**src/rtl/rtc_upd_pkg.sv**
```systemverilog
package rtc_upd_pkg;
   localparam int REG_EXT_ADDR  = 13;
   localparam int REG_FLAG_ADDR = 14;
   localparam int REG_CTRL_ADDR = 15;
   localparam int UPD_BIT       = 5;
   localparam int HOLD_BIT      = 0;

   typedef enum logic [1:0] {
      SEL_NONE,
      SEL_EXT,
      SEL_FLAG,
      SEL_CTRL
   } reg_sel_e;
endpackage

```
**src/rtl/rtc_upd_regs.sv**
```systemverilog
module rtc_upd_regs
   import rtc_upd_pkg::*;
#(
   parameter int ADDR_W = 4,
   parameter int DATA_W = 8
) (
   input  logic              clk,
   input  logic              rst_n,
   input  logic              wr_en,
   input  logic [ADDR_W-1:0] addr,
   input  logic [DATA_W-1:0] wdata,
   input  logic              ev,
   output logic [DATA_W-1:0] rdata,
   output logic              sel_min,
   output logic              upd_flag,
   output logic              upd_en,
   output logic              hold,
   output logic              cancel
);
   reg_sel_e          sel;
   logic              wr_ext, wr_flag, wr_ctrl;
   logic [DATA_W-1:0] ext_q, flag_q, ctrl_q, flag_nxt;

   always_comb begin
      if (addr == ADDR_W'(REG_EXT_ADDR))       sel = SEL_EXT;
      else if (addr == ADDR_W'(REG_FLAG_ADDR)) sel = SEL_FLAG;
      else if (addr == ADDR_W'(REG_CTRL_ADDR)) sel = SEL_CTRL;
      else                                     sel = SEL_NONE;
   end

   assign wr_ext  = wr_en && (sel == SEL_EXT);
   assign wr_flag = wr_en && (sel == SEL_FLAG);
   assign wr_ctrl = wr_en && (sel == SEL_CTRL);

   // plain bits take the written value; the update bit only sets on an event
   // or clears on a written zero, and the event wins
   always_comb begin
      flag_nxt          = wr_flag ? wdata : flag_q;
      flag_nxt[UPD_BIT] = ev | (flag_q[UPD_BIT] & ~(wr_flag & ~wdata[UPD_BIT]));
   end

   always_ff @(posedge clk or negedge rst_n) begin
      if (!rst_n) begin
         ext_q  <= '0;
         flag_q <= '0;
         ctrl_q <= '0;
      end else begin
         if (wr_ext)  ext_q  <= wdata;
         if (wr_ctrl) ctrl_q <= wdata;
         flag_q <= flag_nxt;
      end
   end

   always_comb begin
      unique case (sel)
         SEL_EXT:  rdata = ext_q;
         SEL_FLAG: rdata = flag_q;
         SEL_CTRL: rdata = ctrl_q;
         default:  rdata = '0;
      endcase
   end

   assign sel_min  = ext_q[UPD_BIT];
   assign upd_flag = flag_q[UPD_BIT];
   assign upd_en   = ctrl_q[UPD_BIT];
   assign hold     = ctrl_q[HOLD_BIT];
   assign cancel   = wr_ctrl & ~wdata[UPD_BIT];
endmodule

```
**src/rtl/rtc_upd_evsel.sv**
```systemverilog
module rtc_upd_evsel #(
   parameter bit MIN_NEEDS_SEC = 1'b1
) (
   input  logic sec_tick,
   input  logic min_tick,
   input  logic sel_min,
   input  logic hold,
   output logic ev
);
   logic min_ev;

   generate
      if (MIN_NEEDS_SEC) begin : g_aligned
         assign min_ev = min_tick & sec_tick;
      end else begin : g_free
         assign min_ev = min_tick;
      end
   endgenerate

   assign ev = ~hold & (sel_min ? min_ev : sec_tick);
endmodule

```
**src/rtl/rtc_upd_release.sv**
```systemverilog
module rtc_upd_release #(
   parameter int RELEASE_TICKS = 256
) (
   input  logic clk,
   input  logic rst_n,
   input  logic tick,
   input  logic ev,
   input  logic en,
   input  logic cancel,
   output logic irq
);
   localparam int CNT_W = (RELEASE_TICKS > 2) ? $clog2(RELEASE_TICKS) : 1;
   localparam logic [CNT_W-1:0] LAST = CNT_W'(RELEASE_TICKS - 1);

   logic [CNT_W-1:0] cnt_q;

   always_ff @(posedge clk or negedge rst_n) begin
      if (!rst_n) begin
         irq   <= 1'b0;
         cnt_q <= '0;
      end else if (cancel) begin
         irq   <= 1'b0;
         cnt_q <= '0;
      end else if (ev && en) begin
         irq   <= 1'b1;
         cnt_q <= '0;
      end else if (irq && tick) begin
         if (cnt_q == LAST) begin
            irq   <= 1'b0;
            cnt_q <= '0;
         end else begin
            cnt_q <= cnt_q + 1'b1;
         end
      end
   end
endmodule

```
**src/rtl/rtc_upd_irq.sv**
```systemverilog
module rtc_upd_irq
   import rtc_upd_pkg::*;
#(
   parameter int ADDR_W        = 4,
   parameter int DATA_W        = 8,
   parameter int RELEASE_TICKS = 256,
   parameter bit MIN_NEEDS_SEC = 1'b1
) (
   input  logic              clk,
   input  logic              rst_n,
   input  logic              tick_32k,
   input  logic              sec_tick,
   input  logic              min_tick,
   input  logic              wr_en,
   input  logic [ADDR_W-1:0] addr,
   input  logic [DATA_W-1:0] wdata,
   output logic [DATA_W-1:0] rdata,
   output logic              irq_drive_low
);
   generate
      if (DATA_W < UPD_BIT + 1) begin : g_bad_data
         $error("DATA_W too narrow for the update bit");
      end
      if (ADDR_W < 4) begin : g_bad_addr
         $error("ADDR_W cannot reach the register addresses");
      end
      if (RELEASE_TICKS < 2) begin : g_bad_ticks
         $error("RELEASE_TICKS must be at least 2");
      end
   endgenerate

   logic sel_min, upd_flag, upd_en, hold, cancel, ev;

   rtc_upd_regs #(.ADDR_W(ADDR_W), .DATA_W(DATA_W)) u_regs (
      .clk      (clk),
      .rst_n    (rst_n),
      .wr_en    (wr_en),
      .addr     (addr),
      .wdata    (wdata),
      .ev       (ev),
      .rdata    (rdata),
      .sel_min  (sel_min),
      .upd_flag (upd_flag),
      .upd_en   (upd_en),
      .hold     (hold),
      .cancel   (cancel)
   );

   rtc_upd_evsel #(.MIN_NEEDS_SEC(MIN_NEEDS_SEC)) u_evsel (
      .sec_tick (sec_tick),
      .min_tick (min_tick),
      .sel_min  (sel_min),
      .hold     (hold),
      .ev       (ev)
   );

   rtc_upd_release #(.RELEASE_TICKS(RELEASE_TICKS)) u_rel (
      .clk    (clk),
      .rst_n  (rst_n),
      .tick   (tick_32k),
      .ev     (ev),
      .en     (upd_en),
      .cancel (cancel),
      .irq    (irq_drive_low)
   );
endmodule

```
**config.mk**
```make
export PLATFORM = sky130hd
export DESIGN_NAME = rtc_upd_irq
export DESIGN_NICKNAME = d
export VERILOG_FILES = /design/src/rtl/rtc_upd_pkg.sv /design/src/rtl/rtc_upd_regs.sv /design/src/rtl/rtc_upd_evsel.sv /design/src/rtl/rtc_upd_release.sv /design/src/rtl/rtc_upd_irq.sv
export SDC_FILE = /design/constraint.sdc
export NUM_CORES = 1
export LEC_CHECK = 0
export ABC_AREA = 0
export CAP_MARGIN = 20
export CORE_MARGIN = 10
export CORE_UTILIZATION = 28
export CTS_CLUSTER_SIZE = 20
export DETAILED_ROUTE_END_ITERATION = 8
export PLACE_DENSITY = 0.57
export SYNTH_ARGS = -nofsm -noshare
export SYNTH_HDL_FRONTEND = slang
export SYNTH_SLANG_ARGS = --single-unit
```
**constraint.sdc**
```tcl
create_clock -name clk -period 1.3 [get_ports clk]
set_input_delay 0.13 -clock clk [delete_from_list [all_inputs] [get_ports clk]]
set_output_delay 0.13 -clock clk [all_outputs]
set_load 0.005 [all_outputs]
```
==> results.json, run 1 <==
{
  "overflow": 0,
  "avgSynthCellArea_um2": 11.2,
  "synth-simple-area-share_pct": 18.3,
  "place_worst_setup_slack_ns": -0.528,
  "powerDensity_nw_per_um2": 1350,
  "post_drt_wl_per_cell_um": 14.3,
  "violations": "negative setup slack",
  "cts_tree": "built",
  "grtUsageMet2_pct": 13.5,
  "cts_num_sinks": 33,
  "tns_ns": -0.00356,
  "hp-class": "input pin to async pin",
  "setup_violations": 1,
  "drt_pass1_iterations": 4,
  "power_uw": 3180,
  "grt_max_degree": 34,
  "yosys_warnings": 0,
  "placementRows": 27,
  "drive_above_1_share_pct": 48.8,
  "peakVddDrop_v": 0.000439,
  "synth_area_um2": 1590,
  "setup_slack_ns": -0.00356,
  "clockBufferDepth": 2,
  "grtUsageMet3_pct": 2.67,
  "yosysSeqAreaShare_pct": 52.1,
  "drv_cap": 0,
  "die_x_um": 95.2,
  "synth.area.mux_share_pct": 17.6,
  "cts.htree.levels": 2,
  "cts_made_buffers": 5,
  "finalCritPeriodShare_pct": 100,
  "grt_use_met1_pct": 10.9,
  "final_hold_viol_count": 0,
  "synth_cell_types": 31,
  "drc": 0,
  "end_kind": "flip-flop",
  "critical_path_required_ns": 1.46,
  "skew_ns": 0.00381,
  "clk_pin_slew_ns": 0.06,
  "max_stage_delay_ns": 0.41,
  "fin_nets": 222,
  "min_period_ns": 1.30,
  "power_leakage_uw": 0.00108,
  "port_buffers": 26,
  "crit_type": "flip-flop to flip-flop",
  "synthAdderAreaFrac_pct": 0.789,
  "antenna_left": 0,
  "viasPerCell": 4.71,
  "dieArea_um2": 9070,
  "rsz0062_at_grt": "true",
  "synthXorXnorAreaFrac_pct": 1.66,
  "clock_latency_ns": 0.28,
  "core_um2": 5510,
  "gp_congestion": 0.794,
  "crit_fanout": 4,
  "drtIter0Drc": 65,
  "start_util_pct": 28.8,
  "cts_root_buf": "clkbuf_8",
  "synth_top_family_by_area": "simple AND/OR/NAND/NOR gates",
  "timing.slew.headroom_pct": 82.2,
  "wirelength_um": 3940,
  "dpl.hpwl_um": 2740,
  "syn-instance-count": 141,
  "crit_chain": "ha_4, nand3_4, or3_4, nand4b_1, mux2i_1",
  "worstMarginPinSlew_ns": 0.267,
  "io_pins": 27,
  "synth_compound_area_share_pct": 8.13,
  "grt_usage_pct": 8.90,
  "area_delta_synth_final_pct": 49.3,
  "outcome": "finished, violations left",
  "antenna_found_initial": 0,
  "die_h_um": 95.2,
  "grt_pass1_wl_um": 6220,
  "top_usage_layer": "met2",
  "crit_arrival_ns": 1.46,
  "via_count": 1296,
  "synth_fp_nets": 160,
  "critPathLaunchType": "flip-flop",
  "cp_slowest_cell": "dfrtp_2",
  "grt_pass1_vias": 1273,
  "diodes": 0,
  "yosys_register_bits": 33,
  "fmax_ghz": 0.767,
  "drv_slew": 0
}
## layout by cell type, fill, tap and decap left out, types with 2 or more instances in the layout
cell             netlist  final
mux2i_1                2      2
xnor2_1                2      2
dfrtp_1               33     30
clkbuf_8               0      5
nand3_1                9      5
dfrtp_2                0      3
clkbuf_2               0      3
buf_2                  0      6
nand3_2                0      3
mux2_2                23     23
nor2b_2                0      2
dlygate4sd2_1          0      5
nor2_1                 5      4
inv_1                  2      2
buf_6                  0      4
a22oi_2                0      7
nand2_2                3      3
nor2_4                 0      2
a21oi_2                0      2
buf_4                  2     25
clkdlybuf4s50_1        0     13
a21oi_1                4      2
nand4_1                4      4
and4_1                 3      2
nand2_1               22     22
## worst paths after layout
path	start	endpoint	slack [ns]	depth (start not counted)
max	u_rel.cnt_q[0]	u_rel.cnt_q[5]	-0.004	5
min	rst_n	u_regs.flag_q[7]	0.21	2
max reg2reg	u_rel.cnt_q[0]	u_rel.cnt_q[5]	-0.004	5
min reg2reg	u_regs.flag_q[0]	u_regs.flag_q[0]	0.51	1
max in group asynchronous	rst_n	u_rel.cnt_q[2]	0.90	2
min in group clk	u_regs.flag_q[0]	u_regs.flag_q[0]	0.51	1
## cell usage after synthesis
library cell,count,area (um^2)
a21bo_2,1,10.0
a21o_1,1,7.51
a21oi_1,4,20.0
a22oi_1,8,60.1
a31oi_1,1,6.26
a32oi_1,1,8.76
and3_1,1,6.26
and4_1,3,26.3
and4b_1,1,10.0
buf_4,2,15.0
dfrtp_1,33,826
ha_1,1,12.5
inv_1,2,7.51
mux2_2,23,259
mux2i_1,2,20.0
nand2_1,22,82.6
nand2_2,3,18.8
nand2b_1,1,6.26
nand3_1,9,45.0
nand3b_1,1,7.51
nand4_1,4,25.0
nand4b_1,1,8.76
nor2_1,5,18.8
nor2_2,1,6.26
nor2b_1,2,12.5
nor3_1,1,5.00
o21ai_0,2,10.0
o22ai_1,1,6.26
or3_4,1,11.3
xnor2_1,2,17.5
xor2_1,1,8.76
## kinds of logic (layout without fill, tap and decap cells)
group,count (synthesis),after routing
DFF,33,33
AOI/OAI and AO/OA,19,19
and+or+nand+nor,56,56
xor gates and xnor gates,3,3
buffers and inverters,4,66
adders and majority gates,1,1
muxes,25,25
## through the flow
step	cells	util (%)	area, um^2	hold slack [ns]
2_1_floorplan	141	-	1600	-0.166
3_3_place_gp	264	39.0	2150	0.488
3_5_place_dp	264	39.0	2150	0.493
4_1_cts	272	41.8	2300	0.206
5_1_grt	275	43.0	2370	0.218
6_report	275	43.0	2370	0.210
## power breakdown
| group | total (uW) | switching [uW] | leakage (uW) | internal, uW |
|---|---|---|---|---|
| logic | 803 | 315 | 0.000618 | 488 |
| registers | 1470 | 203 | 0.000407 | 1270 |
| clock network | 906 | 349 | 0.0000540 | 556 |
| total | 3180 | 868 | 0.00108 | 2320 |
## area by class of cell
| class | count | area [um^2] |
|---|---|---|
| fillers | 545 | 3140 |
| multi-input cells | 104 | 863 |
| flip-flops and latches | 33 | 830 |
| repair buffers | 57 | 472 |
| well taps | 72 | 90.1 |
| clock buffers | 5 | 68.8 |
| clock inverters | 2 | 35.0 |
| inverters | 2 | 7.51 |
## worst max-delay path, delay by kind of cell (launching register included)
| kind | cells | cell delay (ns) |
|---|---|---|
| flops | 1 | 0.41 |
| mux | 1 | 0.07 |
| fa+ha+maj | 1 | 0.17 |
| simple gates | 3 | 0.54 |
## registers in the layout, summed over array words and instances, names as in the netlist
name	count
u_rel.cnt_q	8
u_regs.ctrl_q	8
u_regs.flag_q	8
u_rel.irq	1
u_regs.ext_q	8
## repair_timing
item                                    in CTS  in global routing
endpoints found under the setup margin      42                 15
gates cloned                                 0                  1
hold buffers                                 0                  0
buffers inserted                             1                  2
resized for setup                           43                 22
pin swaps                                   12                  9
## per-layer routing
metal,vias up,part of all wire [%]
met5,-,0
met4,0,1.3
met3,2,4.4
met2,21,47
met1,634,47
li1,639,-
Power figures use the tool's default switching activity.
==> run 2, diff against run 1 <==
ABC_AREA = 1   (was 0)
PLACE_DENSITY = not set   (was 0.57)
==> run 2 against run 1 <==
Against the previous run:
- the run now ends clean
- count of clock-buffer cells in the layout increased by 2
- first-iteration DRC count increased by 20%
- via count increased by 17%
- critical endpoint is now u_rel.cnt_q[6]
- largest cell class is now registers
==> results.json, run 2 <==
{
  "outcome": "finished clean",
  "r2r-start": "u_rel.irq",
  "clockBufferDepth": 2,
  "hp-class": "input pin to async pin",
  "drv_slew": 0,
  "finalCritPeriodShare_pct": 98.3,
  "synth_most_common_cell": "nand2_1",
  "placementRows": 27,
  "utilization_pct": 42.8,
  "grt_usage_pct": 9.10,
  "synth-simple-area-share_pct": 28.8,
  "cts_made_buffers": 5,
  "drive_above_1_share_pct": 30.7,
  "p_seq_share_pct": 46.3,
  "yosys_warnings": 0,
  "timing.slew.headroom_pct": 81.7,
  "p_comb_share_pct": 28.3,
  "r2r_cells": 6,
  "synth_top_family_by_area": "simple AND/OR/NAND/NOR gates",
  "synthXorXnorAreaFrac_pct": 0,
  "yosys_register_bits": 33,
  "ys_async_sr_fraction_pct": 100,
  "crit_arrival_ns": 1.44,
  "yosysSeqAreaShare_pct": 50.2,
  "yosys-top-cells-count": "nand2_1, dfrtp_1, inv_1",
  "worstSetupStartpoint": "u_rel.irq",
  "drtIter0Drc": 78,
  "worstMarginPinSlew_ns": 0.274,
  "synth-main-ff-cell": "dfrtp_1",
  "peakVddDrop_v": 0.000483,
  "grt_pass1_vias": 1498,
  "diodes": 0,
  "layout_commonest_cell": "nand2_1",
  "cts_num_sinks": 33,
  "via_count": 1516,
  "clock_latency_ns": 0.27,
  "rsz0062_at_grt": "true",
  "cts.htree.levels": 2,
  "io_pins": 27,
  "synth_area_um2": 1650,
  "syn-instance-count": 200,
  "die_h_um": 96.7,
  "sw_frac_of_total_pct": 29.9,
  "timing.hold.ws_ns": 0.225,
  "dpl.hpwl_um": 2810,
  "dp_cells": 310,
  "end_kind": "flip-flop",
  "synth.largest_area_cell": "dfrtp_1",
  "synth_top_area_share_pct": 50.2,
  "critPathCapture": "u_rel.cnt_q[6]",
  "post_drt_wl_per_cell_um": 13.1,
  "gp_congestion": 0.780,
  "mostFrequentLayoutCells": "nand2_1, dfrtp_1, buf_4",
  "drv_cap": 0,
  "die_x_um": 96.7,
  "fin_nets": 280,
  "drt_pass1_iterations": 4,
  "r2r_slack_ns": 0.02,
  "area_delta_synth_final_pct": 45.7,
  "start_util_pct": 29.4,
  "skew_ns": 0.00173,
  "setup_violations": 0,
  "fmax_ghz": 0.782,
  "cts_root_buf": "clkbuf_8",
  "p_sw_uw": 891,
  "internal_power_uw": 2090,
  "crit_type": "flip-flop to flip-flop",
  "synth_cell_types": 22,
  "clk_pin_slew_ns": 0.06,
  "antenna_found_initial": 0,
  "p_clk_share_pct": 25.4,
  "min_period_ns": 1.28,
  "core_um2": 5610,
  "viasPerCell": 4.55,
  "setup_slack_ns": 0.0216,
  "antenna_left": 0,
  "crit_fanout": 5,
  "critPathLaunchType": "flip-flop",
  "dieArea_um2": 9350,
  "critical_path_required_ns": 1.46,
  "final_hold_viol_count": 0,
  "overflow": 0,
  "avgSynthCellArea_um2": 8.23,
  "drc": 0,
  "power_leakage_uw": 0.00118,
  "place_worst_setup_slack_ns": -0.558,
  "synth_compound_area_share_pct": 12.2,
  "cts_tree": "built",
  "synth.area.mux_share_pct": 0,
  "grt_max_degree": 34,
  "synth.area.top_cells": "dfrtp_1, nand2_1, o21ai_0",
  "finalNonFillerCells": 333,
  "wirelength_um": 4370,
  "port_buffers": 26,
  "powerDensity_nw_per_um2": 1240,
  "synthAdderAreaFrac_pct": 0.760,
  "grt_pass1_wl_um": 7270,
  "synth_fp_nets": 219,
  "synth_edf_count": 0,
  "r2r_end": "u_rel.cnt_q[6]"
}
-- run 2: cell count changes after synthesis, sizes merged, moves of 4 or more --
cell | previous run | this run
nand3 | 9 | 19
nand2 | 25 | 68
a22oi | 8 | 0
nand4 | 4 | 0
o21ai | 2 | 27
mux2 | 23 | 0
inv | 2 | 23
nor2 | 6 | 14
-- run 2: what timing repair did --
item	in CTS	in global routing
pin swaps	6	12
cloned	3	1
hold buffers	0	0
endpoints found under the hold margin	0	0
setup endpoints to repair	21	16
resized for setup	36	27
setup buffers	9	3
-- run 2: metrics by stage --
stage	setup TNS [ns]	instance area, um^2	power [uW]
floorplan	0	1650	1750
global placement	-13.41	2090	2060
detailed placement	-13.92	2090	2080
CTS	0	2300	2880
global route	-0.266	2400	3190
finish	0	2400	2980
-- run 2: power by group through the flow --
stage / logic (uW) / clock network [uW] / registers (uW)
after detailed placement: 689 / 0 / 1390
after global placement: 676 / 0 / 1380
after floorplan: 388 / 0 / 1360
after global routing: 947 / 836 / 1410
final: 844 / 757 / 1380
after CTS: 734 / 781 / 1370
-- run 2: layer usage --
layer  GRT usage [%]  vias up  part of all wire, %
met5               0        -                    0
met4            3.38        0                  2.1
met3            2.34        9                  2.9
met2            14.2       29                   48
met1            11.7      714                   47
li1                -      764                    -
-- run 2: cell families after synthesis --
group / count (synthesis)
and+or+nand+nor: 103
AOI/OAI and AO/OA: 36
DFF: 33
buffers and inverters: 27
adders and majority gates: 1
-- run 2: area by class of cell --
type | count | area [um^2]
inverters | 23 | 88.8
clock buffers | 7 | 86.3
repair buffers | 55 | 500
repair inverters | 1 | 7.51
well taps | 72 | 90.1
fillers | 581 | 3210
multi-input cells | 142 | 801
flip-flops and latches | 33 | 826
-- run 2: worst min path at each step --
stage                       endpoint  slack [ns]  cells past startpoint
floorplan           u_regs.ctrl_q[0]       -0.17                      0
global placement    u_regs.flag_q[3]        0.47                      2
detailed placement  u_regs.flag_q[2]        0.47                      2
CTS                  u_regs.ext_q[6]        0.23                      2
global route         u_regs.ext_q[6]        0.24                      2
finish              u_regs.ctrl_q[2]        0.22                      2
-- run 2: worst max-delay path, cell delays in order, from the launching register on --
cell and delay [ns]:
dfrtp_1 0.40, buf_4 0.16, nand2_2 0.09, nand3_4 0.14
clkbuf_16 0.19, a21oi_1 0.13, nor2_1 0.06
==> run 3, diff against run 2 <==
CTS_BUF_LIST = sky130_fd_sc_hd__clkbuf_8 sky130_fd_sc_hd__clkbuf_16   (was not set)
TNS_END_PERCENT = 10   (was not set)
==> run 3 against run 2 <==
Against the previous run:
- utilization down 1.8 points
- worst setup slack better by 0.0092 ns
- critical endpoint is now rdata[2]
- clock power down 1%
- largest power group unchanged
- hold slack got worse by 0.0019 ns
- clock skew about the same
==> results.json, run 3 (synthesis gave the netlist of run 2 again) <==
{
  "cts_tree": "built",
  "clockBufferDepth": 2,
  "r2r-start": "u_rel.cnt_q[0]",
  "area_delta_synth_final_pct": 39.7,
  "crit_arrival_ns": 1.14,
  "crit_type": "input pin to primary output",
  "finalCritPeriodShare_pct": 97.6,
  "r2r_slack_ns": 0.04,
  "via_count": 1476,
  "io_pins": 27,
  "overflow": 0,
  "placed_area_um2": 2090,
  "dr.max_layer_used": "met4",
  "tns_ns": 0,
  "port_buffers": 26,
  "timing.slew.headroom_pct": 79.9,
  "gp_congestion": 0.780,
  "grt_max_degree": 34,
  "drt-met1-wl_um": 2000,
  "drv_slew": 0,
  "dpl.hpwl_um": 2810,
  "skew_ns": 0.00197,
  "dieArea_um2": 9350,
  "placementRows": 27,
  "mostFrequentLayoutCells": "nand2_1, dfrtp_1, buf_4",
  "place_worst_setup_slack_ns": -0.558,
  "rsz0062_at_grt": "true",
  "grt_pass1_vias": 1498,
  "drive_above_1_share_pct": 26.8,
  "outcome": "finished clean",
  "clock_latency_ns": 0.27,
  "die_h_um": 96.7,
  "antenna_left": 0,
  "critPathLaunchType": "input pin",
  "power_leakage_uw": 0.00114,
  "cts_root_buf": "clkbuf_8",
  "wirelength_um": 4130,
  "setup_slack_ns": 0.0308,
  "fmax_ghz": 0.788,
  "grt_pass1_wl_um": 7250,
  "wl_met2_um": 1980,
  "fin_area_um2": 2300,
  "drc": 0,
  "grt_usage_pct": 9.09,
  "end_kind": "primary output",
  "critical_path_required_ns": 1.17,
  "drv_cap": 0,
  "hold_buffers": 0,
  "diodes": 0,
  "r2r_end": "u_rel.cnt_q[5]",
  "min_period_ns": 1.27,
  "final_hold_viol_count": 0,
  "cts.htree.levels": 2,
  "wl_met3_um": 93,
  "peakVddDrop_v": 0.000449,
  "clk_pin_slew_ns": 0.06,
  "viasPerCell": 4.49,
  "worstMarginPinSlew_ns": 0.300,
  "layout_commonest_cell": "nand2_1",
  "drt_pass1_iterations": 4,
  "die_x_um": 96.7,
  "post_drt_wl_per_cell_um": 12.6,
  "core_um2": 5610,
  "r2r_cells": 8,
  "drtIter0Drc": 75,
  "hp-class": "input pin to async pin",
  "fin_nets": 276,
  "antenna_found_initial": 0,
  "setup_violations": 0,
  "crit_fanout": 4,
  "start_util_pct": 29.4,
  "powerDensity_nw_per_um2": 1240,
  "cts_num_sinks": 33,
  "cts_made_buffers": 5
}
[run 3: cell types whose count changed in the layout (fill, tap and decap cells not counted), moves of 2 or more]
cell / before / now
nand2_1: 57 / 59
nand3_2: 4 / 2
buf_4: 24 / 22
nand3_1: 12 / 15
[run 3: where the power goes]
part | internal (uW) | leakage (uW) | switching (uW)
logic | 371 | 0.000676 | 360
clock network | 412 | 0.0000485 | 337
registers | 1230 | 0.000418 | 140
[run 3: area by class of cell]
class                           count  area [um^2]
Multi-Input combinational cell    142          754
Inverter                           23         88.8
Timing Repair Buffer               51          448
Clock inverter                      1         3.75
Sequential cell                    33          826
Fill cell                         595         3310
Clock buffer                        6         82.6
Tap cell                           72         90.1
Timing Repair inverter              1         7.51
[run 3: worst max path at each step]
stage,startpoint,endpoint,slack (ns),depth (start not counted)
finish,addr[2],rdata[2],0.03,8
global route,u_rel.cnt_q[0],u_rel.irq,-0.06,8
CTS,u_regs.ctrl_q[0],rdata[0],-0.02,4
detailed placement,addr[2],rdata[5],-0.56,6
global placement,addr[2],rdata[5],-0.55,6
floorplan,u_rel.cnt_q[0],u_rel.cnt_q[2],0.02,8
[run 3: critical path: stages]
cell           delay (ns)
dlygate4sd2_1        0.23
nand2_4              0.06
buf_4                0.14
nor2_4               0.11
buf_12               0.12
nand2_1              0.04
nand3_1              0.07
dlygate4sd2_1        0.24
[run 3: routing by layer]
metal / global-route usage, % / up-vias
met5: 0 / -
met2: 14.2 / 21
li1: - / 756
met3: 2.34 / 4
met4: 3.38 / 0
met1: 11.7 / 695
[run 3: per-stage QoR]
stage,utilization (%),hold WS [ns],instances,power [uW]
2_1_floorplan,-,-0.166,200,1750
3_3_place_gp,37.3,0.468,310,2060
3_5_place_dp,37.3,0.473,310,2080
4_1_cts,41.1,0.231,329,2870
5_1_grt,41.0,0.239,329,3060
6_report,41.0,0.223,329,2850
[run 3: repair_timing]
action | CTS | global route
pin swaps | 5 | 4
buffers inserted | 9 | 0
cloned | 3 | 0
gates resized for setup | 33 | 17
endpoints found under the setup margin | 21 | 17
